File: src/rtl/potctl_pkg.sv
package potctl_pkg;
  localparam logic [3:0] OP_GDR2W = 4'b0001;
  localparam logic [3:0] OP_STEP  = 4'b0010;
  localparam logic [3:0] OP_GW2DR = 4'b1000;
  localparam logic [3:0] OP_RDW   = 4'b1001;
  localparam logic [3:0] OP_WRW   = 4'b1010;
  localparam logic [3:0] OP_RDD   = 4'b1011;
  localparam logic [3:0] OP_WRD   = 4'b1100;
  localparam logic [3:0] OP_D2W   = 4'b1101;
  localparam logic [3:0] OP_W2D   = 4'b1110;

  typedef enum logic [2:0] {
    ST_IDLE, ST_CMD, ST_DATA, ST_READ, ST_STEP, ST_HOLD
  } fsm_st_e;
endpackage

File: src/rtl/pot_cmd_fsm.sv
module pot_cmd_fsm
  import potctl_pkg::*;
#(
  parameter int WW = 6,
  parameter int PW = 2,
  parameter int RW = 2
) (
  input  logic          clk,
  input  logic          rst_n,
  input  logic          busy_i,
  input  logic          frm_open_i,
  input  logic          frm_close_i,
  input  logic          rx_vld_i,
  input  logic [7:0]    rx_byte_i,
  input  logic [WW-1:0] rd_wpr_i,
  input  logic [WW-1:0] rd_dr_i,
  output logic          rd_vld_o,
  output logic [7:0]    rd_data_o,
  output logic          step_mode_o,
  output logic [3:0]    op_o,
  output logic [RW-1:0] reg_o,
  output logic [PW-1:0] pot_o,
  output logic [WW-1:0] dat_o,
  output logic          cmt_o
);
  localparam int PADW = 8 - WW;

  fsm_st_e       st_q, st_d;
  logic [3:0]    op_q, op_d;
  logic [RW-1:0] reg_q, reg_d;
  logic [PW-1:0] pot_q, pot_d;
  logic [WW-1:0] dat_q, dat_d;
  logic [7:0]    rd_q, rd_d;
  logic          pend_q, pend_d;
  logic          cmt;

  always_comb begin
    st_d   = st_q;
    op_d   = op_q;
    reg_d  = reg_q;
    pot_d  = pot_q;
    dat_d  = dat_q;
    rd_d   = rd_q;
    pend_d = pend_q;
    cmt    = 1'b0;
    if (st_q == ST_IDLE) begin
      if (frm_open_i && !busy_i) begin
        st_d   = ST_CMD;
        pend_d = 1'b0;
      end
    end else if (frm_close_i) begin
      st_d   = ST_IDLE;
      cmt    = pend_q;
      pend_d = 1'b0;
    end else if (frm_open_i) begin
      st_d   = ST_CMD;
      pend_d = 1'b0;
    end else if (rx_vld_i) begin
      case (st_q)
        ST_CMD: begin
          op_d  = rx_byte_i[7:4];
          reg_d = rx_byte_i[PW +: RW];
          pot_d = rx_byte_i[PW-1:0];
          case (rx_byte_i[7:4])
            OP_RDW: begin
              st_d = ST_READ;
              rd_d = {{PADW{1'b0}}, rd_wpr_i};
            end
            OP_RDD: begin
              st_d = ST_READ;
              rd_d = {{PADW{1'b0}}, rd_dr_i};
            end
            OP_WRW, OP_WRD: st_d = ST_DATA;
            OP_D2W, OP_W2D, OP_GDR2W, OP_GW2DR: begin
              st_d   = ST_HOLD;
              pend_d = 1'b1;
            end
            OP_STEP: st_d = ST_STEP;
            default: st_d = ST_HOLD;
          endcase
        end
        ST_DATA: begin
          dat_d  = rx_byte_i[WW-1:0];
          pend_d = 1'b1;
          st_d   = ST_HOLD;
        end
        default: st_d = st_q;
      endcase
    end
  end

  always_ff @(posedge clk or negedge rst_n) begin
    if (!rst_n) begin
      st_q   <= ST_IDLE;
      op_q   <= '0;
      reg_q  <= '0;
      pot_q  <= '0;
      dat_q  <= '0;
      rd_q   <= '0;
      pend_q <= 1'b0;
    end else begin
      st_q   <= st_d;
      op_q   <= op_d;
      reg_q  <= reg_d;
      pot_q  <= pot_d;
      dat_q  <= dat_d;
      rd_q   <= rd_d;
      pend_q <= pend_d;
    end
  end

  assign rd_vld_o    = (st_q == ST_READ);
  assign rd_data_o   = rd_q;
  assign step_mode_o = (st_q == ST_STEP);
  assign op_o        = op_q;
  assign reg_o       = reg_q;
  assign pot_o       = pot_q;
  assign dat_o       = dat_q;
  assign cmt_o       = cmt;
endmodule

File: src/rtl/pot_dr_bank.sv
module pot_dr_bank #(
  parameter int NPOT     = 4,
  parameter int NREG     = 4,
  parameter int WW       = 6,
  parameter int RST_BASE = 8,
  localparam int RW      = $clog2(NREG)
) (
  input  logic                           clk,
  input  logic                           rst_n,
  input  logic [NPOT-1:0]                we_i,
  input  logic [RW-1:0]                  idx_i,
  input  logic [NPOT-1:0][WW-1:0]        wval_i,
  output logic [NPOT-1:0][NREG-1:0][WW-1:0] dr_o
);
  for (genvar p = 0; p < NPOT; p++) begin : g_pot
    for (genvar r = 0; r < NREG; r++) begin : g_reg
      localparam int RVI = (RST_BASE + p * NREG + r) % (1 << WW);
      localparam logic [WW-1:0] RV = RVI[WW-1:0];
      logic en;
      assign en = we_i[p] && (idx_i == RW'(r));
      always_ff @(posedge clk or negedge rst_n) begin
        if (!rst_n)  dr_o[p][r] <= RV;
        else if (en) dr_o[p][r] <= wval_i[p];
      end
    end
  end
endmodule

File: src/rtl/pot_nv_timer.sv
module pot_nv_timer #(
  parameter int BUSY_CYC = 50000,
  localparam int CW      = $clog2(BUSY_CYC + 1)
) (
  input  logic clk,
  input  logic rst_n,
  input  logic start_i,
  output logic busy_o
);
  logic [CW-1:0] cnt_q, cnt_d;

  always_comb begin
    if (start_i)          cnt_d = CW'(BUSY_CYC);
    else if (cnt_q != '0) cnt_d = cnt_q - 1'b1;
    else                  cnt_d = cnt_q;
  end

  always_ff @(posedge clk or negedge rst_n) begin
    if (!rst_n) cnt_q <= '0;
    else        cnt_q <= cnt_d;
  end

  assign busy_o = (cnt_q != '0);
endmodule

File: src/rtl/pot_cmd_ctrl.sv
module pot_cmd_ctrl
  import potctl_pkg::*;
#(
  parameter int NPOT     = 4,
  parameter int NREG     = 4,
  parameter int WW       = 6,
  parameter int BUSY_CYC = 50000,
  parameter int RST_BASE = 8,
  localparam int PW      = $clog2(NPOT),
  localparam int RW      = $clog2(NREG)
) (
  input  logic               clk,
  input  logic               rst_n,
  input  logic               frm_open_i,
  input  logic               frm_close_i,
  input  logic               rx_vld_i,
  input  logic [7:0]         rx_byte_i,
  input  logic               wp_n_i,
  input  logic [NPOT*WW-1:0] wpr_i,
  output logic               rd_vld_o,
  output logic [7:0]         rd_data_o,
  output logic               busy_o,
  output logic               step_mode_o,
  output logic [PW-1:0]      step_sel_o,
  output logic [NPOT-1:0]    ld_en_o,
  output logic [NPOT*WW-1:0] ld_val_o
);
  logic rs1_q, rst_n_s;
  always_ff @(posedge clk or negedge rst_n) begin
    if (!rst_n) begin
      rs1_q   <= 1'b0;
      rst_n_s <= 1'b0;
    end else begin
      rs1_q   <= 1'b1;
      rst_n_s <= rs1_q;
    end
  end

  logic [NPOT-1:0][WW-1:0]            wpr;
  logic [NPOT-1:0][NREG-1:0][WW-1:0]  dr;
  for (genvar i = 0; i < NPOT; i++) begin : g_unpack
    assign wpr[i] = wpr_i[i*WW +: WW];
  end

  logic [3:0]    op;
  logic [RW-1:0] ridx;
  logic [PW-1:0] pidx;
  logic [WW-1:0] dat;
  logic          cmt;
  logic [WW-1:0] rd_wpr, rd_dr;

  assign rd_wpr = wpr[rx_byte_i[PW-1:0]];
  assign rd_dr  = dr[rx_byte_i[PW-1:0]][rx_byte_i[PW +: RW]];

  pot_cmd_fsm #(.WW(WW), .PW(PW), .RW(RW)) u_fsm (
    .clk         (clk),
    .rst_n       (rst_n_s),
    .busy_i      (busy_o),
    .frm_open_i  (frm_open_i),
    .frm_close_i (frm_close_i),
    .rx_vld_i    (rx_vld_i),
    .rx_byte_i   (rx_byte_i),
    .rd_wpr_i    (rd_wpr),
    .rd_dr_i     (rd_dr),
    .rd_vld_o    (rd_vld_o),
    .rd_data_o   (rd_data_o),
    .step_mode_o (step_mode_o),
    .op_o        (op),
    .reg_o       (ridx),
    .pot_o       (pidx),
    .dat_o       (dat),
    .cmt_o       (cmt)
  );
  assign step_sel_o = pidx;

  logic                    rcl_q;
  logic [NPOT-1:0]         ld_en_d, ld_en_q;
  logic [NPOT-1:0][WW-1:0] ld_val_d, ld_val_q;
  logic [NPOT-1:0]         dr_we;
  logic [NPOT-1:0][WW-1:0] dr_wval;
  logic                    bz_start;

  always_comb begin
    ld_en_d  = '0;
    ld_val_d = ld_val_q;
    dr_we    = '0;
    dr_wval  = wpr;
    bz_start = 1'b0;
    if (rcl_q) begin
      ld_en_d = '1;
      for (int i = 0; i < NPOT; i++) ld_val_d[i] = dr[i][0];
    end else if (cmt) begin
      case (op)
        OP_WRW: begin
          ld_en_d[pidx]  = 1'b1;
          ld_val_d[pidx] = dat;
        end
        OP_D2W: begin
          ld_en_d[pidx]  = 1'b1;
          ld_val_d[pidx] = dr[pidx][ridx];
        end
        OP_GDR2W: begin
          ld_en_d = '1;
          for (int i = 0; i < NPOT; i++) ld_val_d[i] = dr[i][ridx];
        end
        OP_WRD: begin
          dr_we[pidx]   = wp_n_i;
          dr_wval[pidx] = dat;
          bz_start      = wp_n_i;
        end
        OP_W2D: begin
          dr_we[pidx] = wp_n_i;
          bz_start    = wp_n_i;
        end
        OP_GW2DR: begin
          dr_we    = {NPOT{wp_n_i}};
          bz_start = wp_n_i;
        end
        default: bz_start = 1'b0;
      endcase
    end
  end

  always_ff @(posedge clk or negedge rst_n_s) begin
    if (!rst_n_s) begin
      rcl_q   <= 1'b1;
      ld_en_q <= '0;
    end else begin
      rcl_q   <= 1'b0;
      ld_en_q <= ld_en_d;
    end
  end

  always_ff @(posedge clk or negedge rst_n_s) begin
    if (!rst_n_s) begin
      ld_val_q <= '0;
    end else begin
      for (int i = 0; i < NPOT; i++)
        if (ld_en_d[i]) ld_val_q[i] <= ld_val_d[i];
    end
  end

  assign ld_en_o = ld_en_q;
  for (genvar i = 0; i < NPOT; i++) begin : g_pack
    assign ld_val_o[i*WW +: WW] = ld_val_q[i];
  end

  pot_dr_bank #(.NPOT(NPOT), .NREG(NREG), .WW(WW), .RST_BASE(RST_BASE)) u_bank (
    .clk    (clk),
    .rst_n  (rst_n_s),
    .we_i   (dr_we),
    .idx_i  (ridx),
    .wval_i (dr_wval),
    .dr_o   (dr)
  );

  pot_nv_timer #(.BUSY_CYC(BUSY_CYC)) u_timer (
    .clk     (clk),
    .rst_n   (rst_n_s),
    .start_i (bz_start),
    .busy_o  (busy_o)
  );
endmodule

File: config.mk
export PLATFORM = sky130hd
export DESIGN_NAME = pot_cmd_ctrl
export DESIGN_NICKNAME = d
export VERILOG_FILES = /design/src/rtl/potctl_pkg.sv /design/src/rtl/pot_cmd_fsm.sv /design/src/rtl/pot_dr_bank.sv /design/src/rtl/pot_nv_timer.sv /design/src/rtl/pot_cmd_ctrl.sv
export SDC_FILE = /design/constraint.sdc
export NUM_CORES = 1
export LEC_CHECK = 0
export ABC_CLOCK_PERIOD_IN_PS = 9100
export BUFFER_PORTS_ARGS = -buffer_cell sky130_fd_sc_hd__buf_4
export CORE_MARGIN = 2
export CORE_UTILIZATION = 53
export CTS_BUF_LIST = sky130_fd_sc_hd__clkbuf_16
export DETAILED_ROUTE_END_ITERATION = 7
export HOLD_SLACK_MARGIN = 0.08
export MAX_ROUTING_LAYER = met4
export PLACE_DENSITY = 0.75
export REMOVE_ABC_BUFFERS = 1
export SYNTH_ARGS = -nofsm -noshare
export SYNTH_HDL_FRONTEND = slang
export SYNTH_SLANG_ARGS = --single-unit
export TNS_END_PERCENT = 5
File: constraint.sdc
create_clock -name clk -period 9.1 [get_ports clk]
set_clock_uncertainty 0.15 [all_clocks]
set_input_delay 1.365 -clock clk [delete_from_list [all_inputs] [get_ports clk]]
set_output_delay 1.365 -clock clk [all_outputs]
set_load 0.02 [all_outputs]
==> results of run 1 <==
[flip-flops by register name, indices dropped and copies added, names as in the netlist, 2 cells and up]
register / flops
u_fsm.reg_o: 2
u_fsm.rd_data_o: 6
ld_val_o: 24
u_fsm.op_o: 4
u_bank.dr_o: 96
u_fsm.dat_o: 6
u_fsm.st_q: 3
u_fsm.pot_o: 2
ld_en_o: 4
u_timer.cnt_q: 16
[cells in the final DEF, fill, tap and decap left out, types with 11 or more instances in the layout]
| cell type | synthesis | layout |
|---|---|---|
| sky130_fd_sc_hd__a2111oi_0 | 22 | 22 |
| sky130_fd_sc_hd__a211oi_1 | 39 | 39 |
| sky130_fd_sc_hd__a21oi_1 | 42 | 42 |
| sky130_fd_sc_hd__buf_4 | 6 | 86 |
| sky130_fd_sc_hd__clkbuf_16 | 0 | 17 |
| sky130_fd_sc_hd__dfrtp_1 | 126 | 123 |
| sky130_fd_sc_hd__dfstp_2 | 41 | 41 |
| sky130_fd_sc_hd__inv_1 | 10 | 11 |
| sky130_fd_sc_hd__mux2_1 | 28 | 28 |
| sky130_fd_sc_hd__mux2_2 | 127 | 127 |
| sky130_fd_sc_hd__mux2i_1 | 54 | 54 |
| sky130_fd_sc_hd__mux4_2 | 22 | 22 |
| sky130_fd_sc_hd__nand2_1 | 49 | 49 |
| sky130_fd_sc_hd__nand3_1 | 15 | 15 |
| sky130_fd_sc_hd__nor2_1 | 83 | 83 |
| sky130_fd_sc_hd__nor3_1 | 26 | 26 |
| sky130_fd_sc_hd__o221ai_1 | 20 | 20 |
| sky130_fd_sc_hd__o2bb2ai_1 | 15 | 15 |
| sky130_fd_sc_hd__xnor2_1 | 15 | 15 |
[layout make-up]
cell class	instances	area share, %
inverters	10	0.3279
flip-flops and latches	167	37.01
clock buffers	17	3.717
clock inverters	15	1.563
repair buffers	86	5.641
multi-input cells	683	49.18
well taps	234	2.558
[critical path, stage by stage, from the launching register on]
cell                      delay (ns)
sky130_fd_sc_hd__dfrtp_1        0.43
sky130_fd_sc_hd__nor4_1         0.44
sky130_fd_sc_hd__and4b_1        0.58
sky130_fd_sc_hd__nand2_1        0.26
sky130_fd_sc_hd__buf_4          0.23
[cells by family (layout without fill, tap and decap cells)]
group	Yosys count	count (layout)	synth area share, %
xor+xnor	16	16	1.378
flops	167	167	41.60
other cells	2	4	0.07385
simple gates	246	246	13.03
buf+inv	72	128	3.125
compound gates	184	184	13.20
fa+ha+maj	2	2	0.2460
mux	231	231	27.35
[metal layers]
layer	wire length (um)	part of all wire (%)	GRT usage [%]	vias to the layer above
li1	-	-	-	3611
met1	12380	40	41.70	4060
met2	14110	46	48.15	471
met3	2804	9.2	6.494	100
met4	1321	4.3	14.70	0
met5	0	0	-	-
[worst max-delay path by stage]
stage                             startpoint                           to  slack (ns)
2_1_floorplan              rst_n_s$_DFF_PN0_         ld_en_o[0]$_DFF_PN0_        4.02
3_3_place_gp                     frm_close_i  u_bank.dr_o[46]$_DFFE_PN0P_        5.58
3_5_place_dp                     frm_close_i  u_bank.dr_o[46]$_DFFE_PN0P_        5.57
4_1_cts        u_timer.cnt_q[11]$_DFFE_PN0P_                       busy_o        5.20
5_1_grt        u_timer.cnt_q[11]$_DFFE_PN0P_                       busy_o        5.00
6_report       u_timer.cnt_q[10]$_DFFE_PN0P_                       busy_o        5.21
[per-stage QoR]
stage               hold WS [ns]  instance area (um2)
floorplan                 0.1812                 9897
global placement          0.1728                10840
detailed placement        0.1718                10840
CTS                       0.1755                11450
global route              0.2069                11450
finish                    0.1516                11450
[power breakdown]
part	total (mW)	internal, mW	leakage [nW]	switching, mW
registers	0.814	0.770	2.09	0.0435
logic	0.316	0.115	2.38	0.201
clock network	0.753	0.433	0.291	0.320
total	1.88	1.32	4.77	0.565
==> insert_results.sql, run 1 <==
INSERT INTO impl_metrics (metric_group, metric, value, unit) VALUES
('setup_path', 'setup.reg_to_reg.worst_slack', '6.18', 'ns'),
('placed_design', 'gp_routability_congestion', '0.9591', ''),
('setup_path', 'critPathRequiredTime', '7.59', 'ns'),
('grt', 'track_usage', '31.93', '%'),
('synth', 'dominant_register_cell_in_the_synthesized_netlist', 'sky130_fd_sc_hd__dfrtp_1', ''),
('synth', 'yosys.area.top_type_share', '31.00', '%'),
('pwr', 'vdd.ir_drop.worst', '0.1304', 'mV'),
('setup_path', 'endpoint_kind_of_the_worst_setup_timing_path', 'output pin', ''),
('floorplan', 'fp.dieArea', '0.02031', 'mm2'),
('synth', 'post_synth_inst_count', '920', ''),
('layout', 'final_util', '60.99', '%'),
('synth', 'yosysWarnings', '0', ''),
('sta', 'slew_headroom', '38.32', '%'),
('placed_design', 'dp_worst_setup_slack', '5.566', 'ns'),
('synth', 'post_synth_num_cell_types', '63', ''),
('pwr', 'design_power_total', '1.883', 'mW'),
('pwr', 'power.static_leakage', '4.768', 'nW'),
('setup_path', 'criticalPathCategory', 'reg2out', ''),
('sta', 'timing.setup.tns', '0', 'ns'),
('placed_design', 'placed_cells_incl_taps', '1180', ''),
('setup_path', 'start_kind', 'register', ''),
('synth', 'ys_seq_area_share', '41.60', '%'),
('sta', 'rsz0062_at_grt', 'no', ''),
('setup_path', 'regToRegStartpoint', 'rcl_q$_DFF_PN1_', ''),
('route', 'wire_per_inst', '25.26', 'um'),
('clock_tree', 'clock_tree_from_tritoncts', 'built', ''),
('clock_tree', 'clock_latency', '0.44', 'ns'),
('synth', 'yosysTopAreaCell', 'sky130_fd_sc_hd__dfrtp_1', ''),
('grt', 'largest_net_degree_at_the_start_of_global_routing', '65', ''),
('setup_path', 'data_arrival_at_the_endpoint_of_the_critical_path', '2.37', 'ns'),
('layout', 'layout.cells.non_filler', '1212', ''),
('sta', 'period_needed', '3.889', 'ns'),
('clock_tree', 'post_cts.resized_instances', '0', ''),
('layout', 'area_growth', '12.55', '%'),
('grt', 'antenna_violations_before_repair', '0', ''),
('synth', 'synth_edf_count', '0', ''),
('sta', 'final_min_period_over_clock_period', '42.74', '%'),
('sta', 'worst_slack', '5.211', 'ns'),
('setup_path', 'critical_path.reg2reg.endpoint', 'u_bank.dr_o[93]$_DFFE_PN0P_', ''),
('setup_path', 'worstRegToRegCells', '5', ''),
('sta', 'final_max_tran_viols', '0', ''),
('sta', 'report.final.setup_viol', '0', ''),
('floorplan', 'io_pins', '79', ''),
('clock_tree', 'cts_made_buffers', '17', ''),
('synth', 'synth_commonest_cells', 'sky130_fd_sc_hd__mux2_2, sky130_fd_sc_hd__dfrtp_1, sky130_fd_sc_hd__nor2_1, sky130_fd_sc_hd__mux2i_1, sky130_fd_sc_hd__nand2_1', ''),
('synth', 'synth.top_cells.by_area', 'sky130_fd_sc_hd__dfrtp_1, sky130_fd_sc_hd__mux2_2, sky130_fd_sc_hd__dfstp_2, sky130_fd_sc_hd__mux2i_1, sky130_fd_sc_hd__mux4_2', ''),
('sta', 'max_clock_freq', '0.2571', 'GHz'),
('layout', 'nets', '1005', ''),
('route', 'drt_pre_antenna_iters', '5', ''),
('floorplan', 'floorplan.initialDensity', '54.19', '%'),
('sta', 'tightestPinTransition', '0.9196', 'ns'),
('layout', 'multi_input_comb_area', '0.005629', 'mm2'),
('floorplan', 'core_region_area', '0.01877', 'mm2'),
('route', 'postRouteWirelength', '30610', 'um'),
('floorplan', 'fp.dieW', '142.5', 'um'),
('clock_tree', 'clock_tree_root_driver_cell', 'sky130_fd_sc_hd__clkbuf_16', ''),
('hold_path', 'worst_hold_path_type', 'reg2async', ''),
('grt', 'grt-ovfl-total', '0', ''),
('clock_tree', 'clk_path_buf_depth', '2', ''),
('synth', 'synthArstFlopShare', '100.0', '%'),
('outcome', 'run_status', 'finished clean', ''),
('route', 'drcViolationCount', '0', ''),
('route', 'drt_iter0_drc', '752', ''),
('setup_path', 'crit_fanout', '15', ''),
('synth', 'synth.most_common_cell', 'sky130_fd_sc_hd__mux2_2', ''),
('route', 'vias', '8242', ''),
('grt', 'grt_pass1_vias', '8205', ''),
('clock_tree', 'cts_htree_levels', '4', ''),
('layout', 'filler_cell_count', '1539', ''),
('flow_run', 'max-cap-violations', '0', ''),
('floorplan', 'floorplan.rows', '50', '');
Power figures use the tool's default switching activity.
==> run 2, diff against run 1 <==
--- a/config.mk
+++ b/config.mk
@@ -5,7 +5,7 @@
 export SDC_FILE = /design/constraint.sdc
 export NUM_CORES = 1
 export LEC_CHECK = 0
-export ABC_CLOCK_PERIOD_IN_PS = 9100
+export ABC_CLOCK_PERIOD_IN_PS = 3500
 export BUFFER_PORTS_ARGS = -buffer_cell sky130_fd_sc_hd__buf_4
 export CORE_MARGIN = 2
 export CORE_UTILIZATION = 53
@@ -13,7 +13,7 @@
 export DETAILED_ROUTE_END_ITERATION = 7
 export HOLD_SLACK_MARGIN = 0.08
 export MAX_ROUTING_LAYER = met4
-export PLACE_DENSITY = 0.75
+export PLACE_DENSITY = 0.78
 export REMOVE_ABC_BUFFERS = 1
 export SYNTH_ARGS = -nofsm -noshare
 export SYNTH_HDL_FRONTEND = slang
==> constraint.sdc (replaced) <==
create_clock -name clk -period 3.5 [get_ports clk]
set_clock_uncertainty 0.15 [all_clocks]
set_input_delay 0.525 -clock clk [delete_from_list [all_inputs] [get_ports clk]]
set_output_delay 0.525 -clock clk [all_outputs]
set_load 0.02 [all_outputs]
==> insert_results.sql, run 2 (synthesized netlist as in run 1, its figures left out) <==
INSERT INTO impl_metrics (metric_group, metric, value, unit) VALUES
('setup_path', 'endpoint_kind_of_the_worst_setup_timing_path', 'output pin', ''),
('setup_path', 'critical_path_buf_inv_count', '1', ''),
('route', 'drt_iter0_drc', '1046', ''),
('hold_path', 'worst_hold_path_type', 'in2reg', ''),
('route', 'wire_per_inst', '25.06', 'um'),
('clock_tree', 'cts_post_setup_buffers_inserted', '0', ''),
('layout', 'nets', '1011', ''),
('grt', 'global_route.usage.met3', '5.686', '%'),
('pwr', 'vdd.ir_drop.worst', '0.3109', 'mV'),
('clock_tree', 'clock_latency', '0.44', 'ns'),
('grt', 'antenna_violations_before_repair', '0', ''),
('clock_tree', 'clock_tree_from_tritoncts', 'built', ''),
('sta', 'tightestPinTransition', '0.9050', 'ns'),
('sta', 'rsz0062_at_grt', 'no', ''),
('layout', 'number_of_flip_flops_in_the_largest_register', '96', ''),
('grt', 'grt-ovfl-total', '0', ''),
('placed_design', 'hpwl', '21270', 'um'),
('setup_path', 'critPathSlowestCell', 'sky130_fd_sc_hd__and4b_1', ''),
('grt', 'largest_net_degree_at_the_start_of_global_routing', '65', ''),
('clock_tree', 'cts.clk_slew.worst_paths', '0.06', 'ns'),
('outcome', 'run_status', 'finished clean', ''),
('setup_path', 'data_arrival_at_the_endpoint_of_the_critical_path', '2.45', 'ns'),
('route', 'antenna_left', '0', ''),
('route', 'vias_per_cell', '6.954', ''),
('clock_tree', 'count_of_hold_fix_buffers_inserted_at_cts', '1', ''),
('pwr', 'seq_power_share', '43.9', '%'),
('floorplan', 'core_region_area', '0.01877', 'mm2'),
('sta', 'final_max_tran_viols', '0', ''),
('grt', 'grt_pass1_vias', '8342', ''),
('layout', 'mostFrequentLayoutCell', 'sky130_fd_sc_hd__mux2_2', ''),
('route', 'drt_pre_antenna_iters', '6', ''),
('floorplan', 'floorplan.initialDensity', '54.19', '%'),
('pwr', 'netSwitchingPower', '1.498', 'mW'),
('sta', 'slew_headroom', '39.67', '%'),
('grt', 'met1_usage_in_global_routing', '42.14', '%'),
('setup_path', 'critical-path-max-stage-delay', '0.58', 'ns'),
('layout', 'design_area', '0.01154', 'mm2'),
('layout', 'antenna_cells_inserted', '0', ''),
('setup_path', 'critPathRequiredTime', '2.82', 'ns'),
('sta', 'final_min_period_over_clock_period', '89.41', '%'),
('route', 'vias', '8470', ''),
('sta', 'timing.setup.tns', '0', 'ns'),
('route', 'postRouteWirelength', '30520', 'um'),
('pwr', 'power.static_leakage', '4.828', 'nW'),
('sta', 'period_needed', '3.129', 'ns'),
('setup_path', 'start_kind', 'register', ''),
('grt', 'track_usage', '31.63', '%'),
('setup_path', 'timing.critical_path.cells', 'nor4_1 -> and4b_1 -> nand2_1 -> buf_4', ''),
('clock_tree', 'clk_path_buf_depth', '2', ''),
('floorplan', 'fp.dieArea', '0.02031', 'mm2'),
('layout', 'final_util', '61.49', '%'),
('placed_design', 'gp_routability_congestion', '1.024', ''),
('floorplan', 'io_pins', '79', ''),
('clock_tree', 'cts_made_buffers', '17', ''),
('route', 'drcViolationCount', '0', ''),
('grt', 'global_route_wire_length_before_repair', '47550', 'um'),
('layout', 'layout.cells.most_common_list', 'sky130_fd_sc_hd__mux2_2, sky130_fd_sc_hd__dfrtp_1, sky130_fd_sc_hd__buf_4, sky130_fd_sc_hd__nor2_1, sky130_fd_sc_hd__mux2i_1', ''),
('setup_path', 'criticalPathCategory', 'reg2out', ''),
('layout', 'area_growth', '13.48', '%'),
('sta', 'max_clock_freq', '0.3196', 'GHz'),
('placed_design', 'postPlaceCellArea', '0.01092', 'mm2'),
('floorplan', 'die_height', '142.5', 'um'),
('floorplan', 'floorplan.rows', '50', ''),
('clock_tree', 'post_cts.resized_instances', '0', ''),
('layout', 'fraction_of_final_layout_cells_sized_beyond_drive_strength_1', '34.25', '%'),
('clock_tree', 'clock-sinks', '167', ''),
('pwr', 'cell_internal_pwr', '3.455', 'mW'),
('pwr', 'combinationalPowerShare', '15.8', '%'),
('grt', 'busiest_layer', 'met2', ''),
('placed_design', 'dp_worst_setup_slack', '0.6986', 'ns'),
('pwr', 'clock_power_share', '40.3', '%'),
('flow_run', 'max-cap-violations', '0', ''),
('sta', 'worst_slack', '0.3706', 'ns'),
('clock_tree', 'cts_htree_levels', '4', ''),
('setup_path', 'crit_fanout', '15', ''),
('clock_tree', 'clock_tree_root_driver_cell', 'sky130_fd_sc_hd__clkbuf_16', ''),
('pwr', 'power-per-cell-area', '429.1', 'mW/mm2'),
('layout', 'registers.top_by_ff_count', 'u_bank.dr_o', ''),
('sta', 'report.final.setup_viol', '0', ''),
('setup_path', 'critPathTopFamily', 'simple AND/OR/NAND/NOR gates', ''),
('placed_design', 'placement.io_buffers', '76', ''),
('grt', 'global_route.usage.met2', '47.57', '%'),
('pwr', 'design_power_total', '4.953', 'mW'),
('sta', 'count_of_final_hold_check_violations', '0', ''),
('floorplan', 'fp.dieW', '142.5', 'um'),
('pwr', 'p_sw_share', '30.24', '%');
[run 2: changes by cell type in the layout (fill, tap and decap cells not counted), sizes merged]
cell         change
clkinvlp         -3
inv              +5
buf              +5
dlygate4sd3      +1
clkinv           -2
[run 2: layout make-up]
cell class | count | area [um2]
Clock buffer | 17 | 425.4
Fill cell | 1525 | 7227
Clock inverter | 15 | 188.9
Sequential cell | 167 | 4237
Multi-Input combinational cell | 683 | 5629
Timing Repair Buffer | 92 | 730.7
Inverter | 10 | 37.54
Tap cell | 234 | 292.8
[run 2: worst register-to-register path: stages (launching register included)]
cell and delay, ns:
sky130_fd_sc_hd__dfrtp_1 0.70, sky130_fd_sc_hd__buf_4 0.36, sky130_fd_sc_hd__nor2b_1 0.49, sky130_fd_sc_hd__nor2_1 0.13, sky130_fd_sc_hd__nor3_1 0.76, sky130_fd_sc_hd__a21oi_1 0.11, sky130_fd_sc_hd__o2bb2ai_1 0.18
[run 2: metal layers]
| layer | vias up | wire length [um] |
|---|---|---|
| met2 | 581 | 13880 |
| li1 | 3621 | - |
| met1 | 4152 | 12270 |
| met4 | 0 | 1308 |
| met3 | 116 | 3075 |
| met5 | - | 0 |
[run 2: path summary, 6_finish.rpt]
kind                                               start                         to  slack [ns]  cells after the start
max                        u_timer.cnt_q[10]$_DFFE_PN0P_                     busy_o        0.37                      4
min                                           frm_open_i  u_fsm.st_q[2]$_DFFE_PN0P_        0.14                      2
max reg2reg                   u_fsm.pot_o[0]$_DFFE_PN0P_   ld_val_o[15]$_DFFE_PN0P_        0.57                      6
min reg2reg                              rs1_q$_DFF_PN0_          rst_n_s$_DFF_PN0_        0.21                      0
max in group asynchronous              rst_n_s$_DFF_PN0_            rcl_q$_DFF_PN1_        2.12                      1
min in group asynchronous                          rst_n          rst_n_s$_DFF_PN0_        0.24                      2
[run 2: power groups by stage]
| stage | Combinational, mW | Clock (mW) | Sequential [mW] |
|---|---|---|---|
| after floorplan | 0.415 | 0 | 2.23 |
| after global placement | 0.744 | 0 | 2.20 |
| after detailed placement | 0.761 | 0 | 2.20 |
| after CTS | 0.765 | 2.00 | 2.17 |
| after global routing | 0.839 | 2.09 | 2.19 |
| final | 0.785 | 1.99 | 2.17 |
[run 2: through the flow]
stage / instances / hold WS (ns)
2_1_floorplan: 860 / 0.07941
3_3_place_gp: 1185 / 0.1580
3_5_place_dp: 1185 / 0.1588
4_1_cts: 1218 / 0.1377
5_1_grt: 1218 / 0.1494
6_report: 1218 / 0.1375
==> run 3, diff against run 2 <==
--- a/config.mk
+++ b/config.mk
@@ -5,15 +5,14 @@
 export SDC_FILE = /design/constraint.sdc
 export NUM_CORES = 1
 export LEC_CHECK = 0
-export ABC_CLOCK_PERIOD_IN_PS = 3500
 export BUFFER_PORTS_ARGS = -buffer_cell sky130_fd_sc_hd__buf_4
 export CORE_MARGIN = 2
-export CORE_UTILIZATION = 53
+export CORE_UTILIZATION = 36
 export CTS_BUF_LIST = sky130_fd_sc_hd__clkbuf_16
 export DETAILED_ROUTE_END_ITERATION = 7
 export HOLD_SLACK_MARGIN = 0.08
 export MAX_ROUTING_LAYER = met4
-export PLACE_DENSITY = 0.78
+export PLACE_DENSITY = 0.57
 export REMOVE_ABC_BUFFERS = 1
 export SYNTH_ARGS = -nofsm -noshare
 export SYNTH_HDL_FRONTEND = slang
==> insert_results.sql, run 3 (synthesized netlist as in run 1, its figures left out) <==
INSERT INTO impl_metrics (metric_group, metric, value, unit) VALUES
('outcome', 'run_status', 'finished clean', ''),
('hold_path', 'timing.hold.worst_endpoint', 'u_fsm.st_q[2]$_DFFE_PN0P_', ''),
('layout', 'layout.cells.most_common_list', 'sky130_fd_sc_hd__mux2_2, sky130_fd_sc_hd__dfrtp_1, sky130_fd_sc_hd__buf_4, sky130_fd_sc_hd__nor2_1, sky130_fd_sc_hd__mux2i_1', ''),
('layout', 'registers.top_by_ff_count', 'u_bank.dr_o', ''),
('route', 'drt_pre_antenna_iters', '6', ''),
('setup_path', 'critical_path.reg2reg.endpoint', 'ld_val_o[14]$_DFFE_PN0P_', ''),
('pwr', 'power-per-cell-area', '419.0', 'mW/mm2'),
('layout', 'area_growth', '15.35', '%'),
('placed_design', 'hpwl', '23460', 'um'),
('setup_path', 'worstRegToRegCells', '5', ''),
('grt', 'track_usage', '23.61', '%'),
('hold_path', 'worst_hold_path_type', 'in2reg', ''),
('sta', 'final_max_tran_viols', '0', ''),
('route', 'vias_per_cell', '5.978', ''),
('clock_tree', 'clock_tree_root_driver_cell', 'sky130_fd_sc_hd__clkbuf_16', ''),
('setup_path', 'criticalPathCategory', 'reg2out', ''),
('sta', 'rsz0062_at_grt', 'no', ''),
('floorplan', 'fp.dieW', '172.1', 'um'),
('floorplan', 'die_height', '172.1', 'um'),
('pwr', 'design_power_total', '4.916', 'mW'),
('pwr', 'p_sw_share', '31.02', '%'),
('sta', 'final_min_period_over_clock_period', '87.28', '%'),
('floorplan', 'floorplan.rows', '61', ''),
('route', 'wire_per_inst', '24.08', 'um'),
('grt', 'global_route_wire_length_before_repair', '50310', 'um'),
('sta', 'max_clock_freq', '0.3274', 'GHz'),
('clock_tree', 'clock_latency', '0.44', 'ns'),
('setup_path', 'endpoint_kind_of_the_worst_setup_timing_path', 'output pin', ''),
('grt', 'antenna_violations_before_repair', '1', ''),
('route', 'drt_iter0_drc', '655', ''),
('layout', 'number_of_flip_flops_in_the_largest_register', '96', ''),
('sta', 'tightestPinTransition', '1.067', 'ns'),
('setup_path', 'start_kind', 'register', ''),
('clock_tree', 'cts_made_buffers', '17', ''),
('floorplan', 'floorplan.initialDensity', '36.61', '%'),
('layout', 'filler_cell_count', '2708', ''),
('setup_path', 'setup.reg_to_reg.worst_slack', '0.47', 'ns'),
('clock_tree', 'cts_post_setup_buffers_inserted', '0', ''),
('pwr', 'vdd.ir_drop.worst', '0.3104', 'mV'),
('grt', 'grt-ovfl-total', '0', ''),
('pwr', 'power.static_leakage', '4.829', 'nW'),
('grt', 'largest_net_degree_at_the_start_of_global_routing', '54', ''),
('route', 'postRouteWirelength', '32920', 'um'),
('route', 'vias', '8172', ''),
('floorplan', 'fp.dieArea', '0.02961', 'mm2'),
('pwr', 'cell_internal_pwr', '3.391', 'mW'),
('route', 'antenna_left', '0', ''),
('setup_path', 'data_arrival_at_the_endpoint_of_the_critical_path', '2.38', 'ns'),
('floorplan', 'io_pins', '79', ''),
('clock_tree', 'count_of_hold_fix_buffers_inserted_at_cts', '1', ''),
('setup_path', 'critPathRequiredTime', '2.82', 'ns'),
('sta', 'timing.hold.ws', '0.1481', 'ns'),
('clock_tree', 'cts_htree_levels', '4', ''),
('sta', 'period_needed', '3.055', 'ns'),
('clock_tree', 'post_cts.resized_instances', '0', ''),
('layout', 'nets', '1015', ''),
('setup_path', 'regToRegStartpoint', 'u_fsm.pot_o[1]$_DFFE_PN0P_', ''),
('grt', 'grt_pass1_vias', '8160', ''),
('hold_path', 'hold_depth', '2', ''),
('pwr', 'combinationalPowerShare', '15.9', '%'),
('sta', 'report.final.setup_viol', '0', ''),
('layout', 'mostFrequentLayoutCell', 'sky130_fd_sc_hd__mux2_2', ''),
('sta', 'slew_headroom', '28.85', '%'),
('floorplan', 'core_region_area', '0.02778', 'mm2'),
('clock_tree', 'cts.clk_slew.worst_paths', '0.07', 'ns'),
('clock_tree', 'clock-sinks', '167', ''),
('placed_design', 'gp_routability_congestion', '0.8909', ''),
('sta', 'count_of_final_hold_check_violations', '0', ''),
('flow_run', 'max-cap-violations', '0', ''),
('setup_path', 'crit_fanout', '15', ''),
('clock_tree', 'clk_path_buf_depth', '2', ''),
('route', 'drcViolationCount', '0', ''),
('placed_design', 'placed_cells_incl_taps', '1333', ''),
('layout', 'fraction_of_final_layout_cells_sized_beyond_drive_strength_1', '34.41', '%'),
('pwr', 'clock_power_share', '39.6', '%'),
('clock_tree', 'clock_tree_from_tritoncts', 'built', ''),
('pwr', 'seq_power_share', '44.5', '%'),
('hold_path', 'hp-start', 'frm_open_i', ''),
('pwr', 'netSwitchingPower', '1.525', 'mW'),
('placed_design', 'placement.io_buffers', '76', ''),
('layout', 'layout.cells.non_filler', '1367', '');
## run 3: layer usage
metal  part of all wire, %  vias up  global-route usage [%]
met3                   6.3       54                   4.234
met2                    46      339                   35.87
li1                      -     3634                       -
met4                   2.6        0                   7.709
met5                     0        -                       -
met1                    45     4145                   32.10
## run 3: metrics by stage
stage	setup TNS, ns	util (%)	setup slack [ns]	area (um2)
floorplan	-207.32	-	-1.576	9897
global placement	0	40.05	0.6594	11130
detailed placement	0	40.05	0.5832	11130
CTS	0	42.22	0.4283	11730
global route	0	42.23	0.2273	11730
finish	0	42.23	0.4452	11730
## run 3: worst max-delay path by stage
stage,end,startpoint,slack (ns),depth (start not counted)
3_5_place_dp,ld_val_o[15]$_DFFE_PN0P_,u_fsm.pot_o[1]$_DFFE_PN0P_,0.58,5
5_1_grt,busy_o,u_timer.cnt_q[4]$_DFFE_PN0P_,0.23,4
3_3_place_gp,ld_val_o[14]$_DFFE_PN0P_,u_fsm.pot_o[1]$_DFFE_PN0P_,0.66,5
2_1_floorplan,ld_en_o[0]$_DFF_PN0_,rst_n_s$_DFF_PN0_,-1.58,0
6_report,busy_o,u_timer.cnt_q[10]$_DFFE_PN0P_,0.45,4
4_1_cts,busy_o,u_timer.cnt_q[11]$_DFFE_PN0P_,0.43,4
## run 3: critical path: stages (launching register included)
cell,delay (ns)
sky130_fd_sc_hd__dfrtp_1,0.42
sky130_fd_sc_hd__nor4_1,0.44
sky130_fd_sc_hd__and4b_1,0.57
sky130_fd_sc_hd__nand2_1,0.28
sky130_fd_sc_hd__buf_4,0.23
## run 3: power groups by stage
stage                     registers [mW]  clock network, mW  logic, mW
after floorplan                     2.23                  0      0.415
after global placement              2.22                  0      0.766
after detailed placement            2.22                  0      0.770
after CTS                           2.18               1.98      0.774
after global routing                2.20               2.07      0.845
final                               2.19               1.95      0.783
## run 3: area by class of cell
class,count,area [um2],area share (%)
Inverter,10,37.54,0.3200
Antenna cell,1,2.502,0.02133
Clock buffer,17,425.4,3.626
Timing Repair Buffer,96,760.7,6.485
Sequential cell,167,4237,36.11
Multi-Input combinational cell,683,5629,47.98
Tap cell,378,473.0,4.032
Clock inverter,15,166.4,1.419
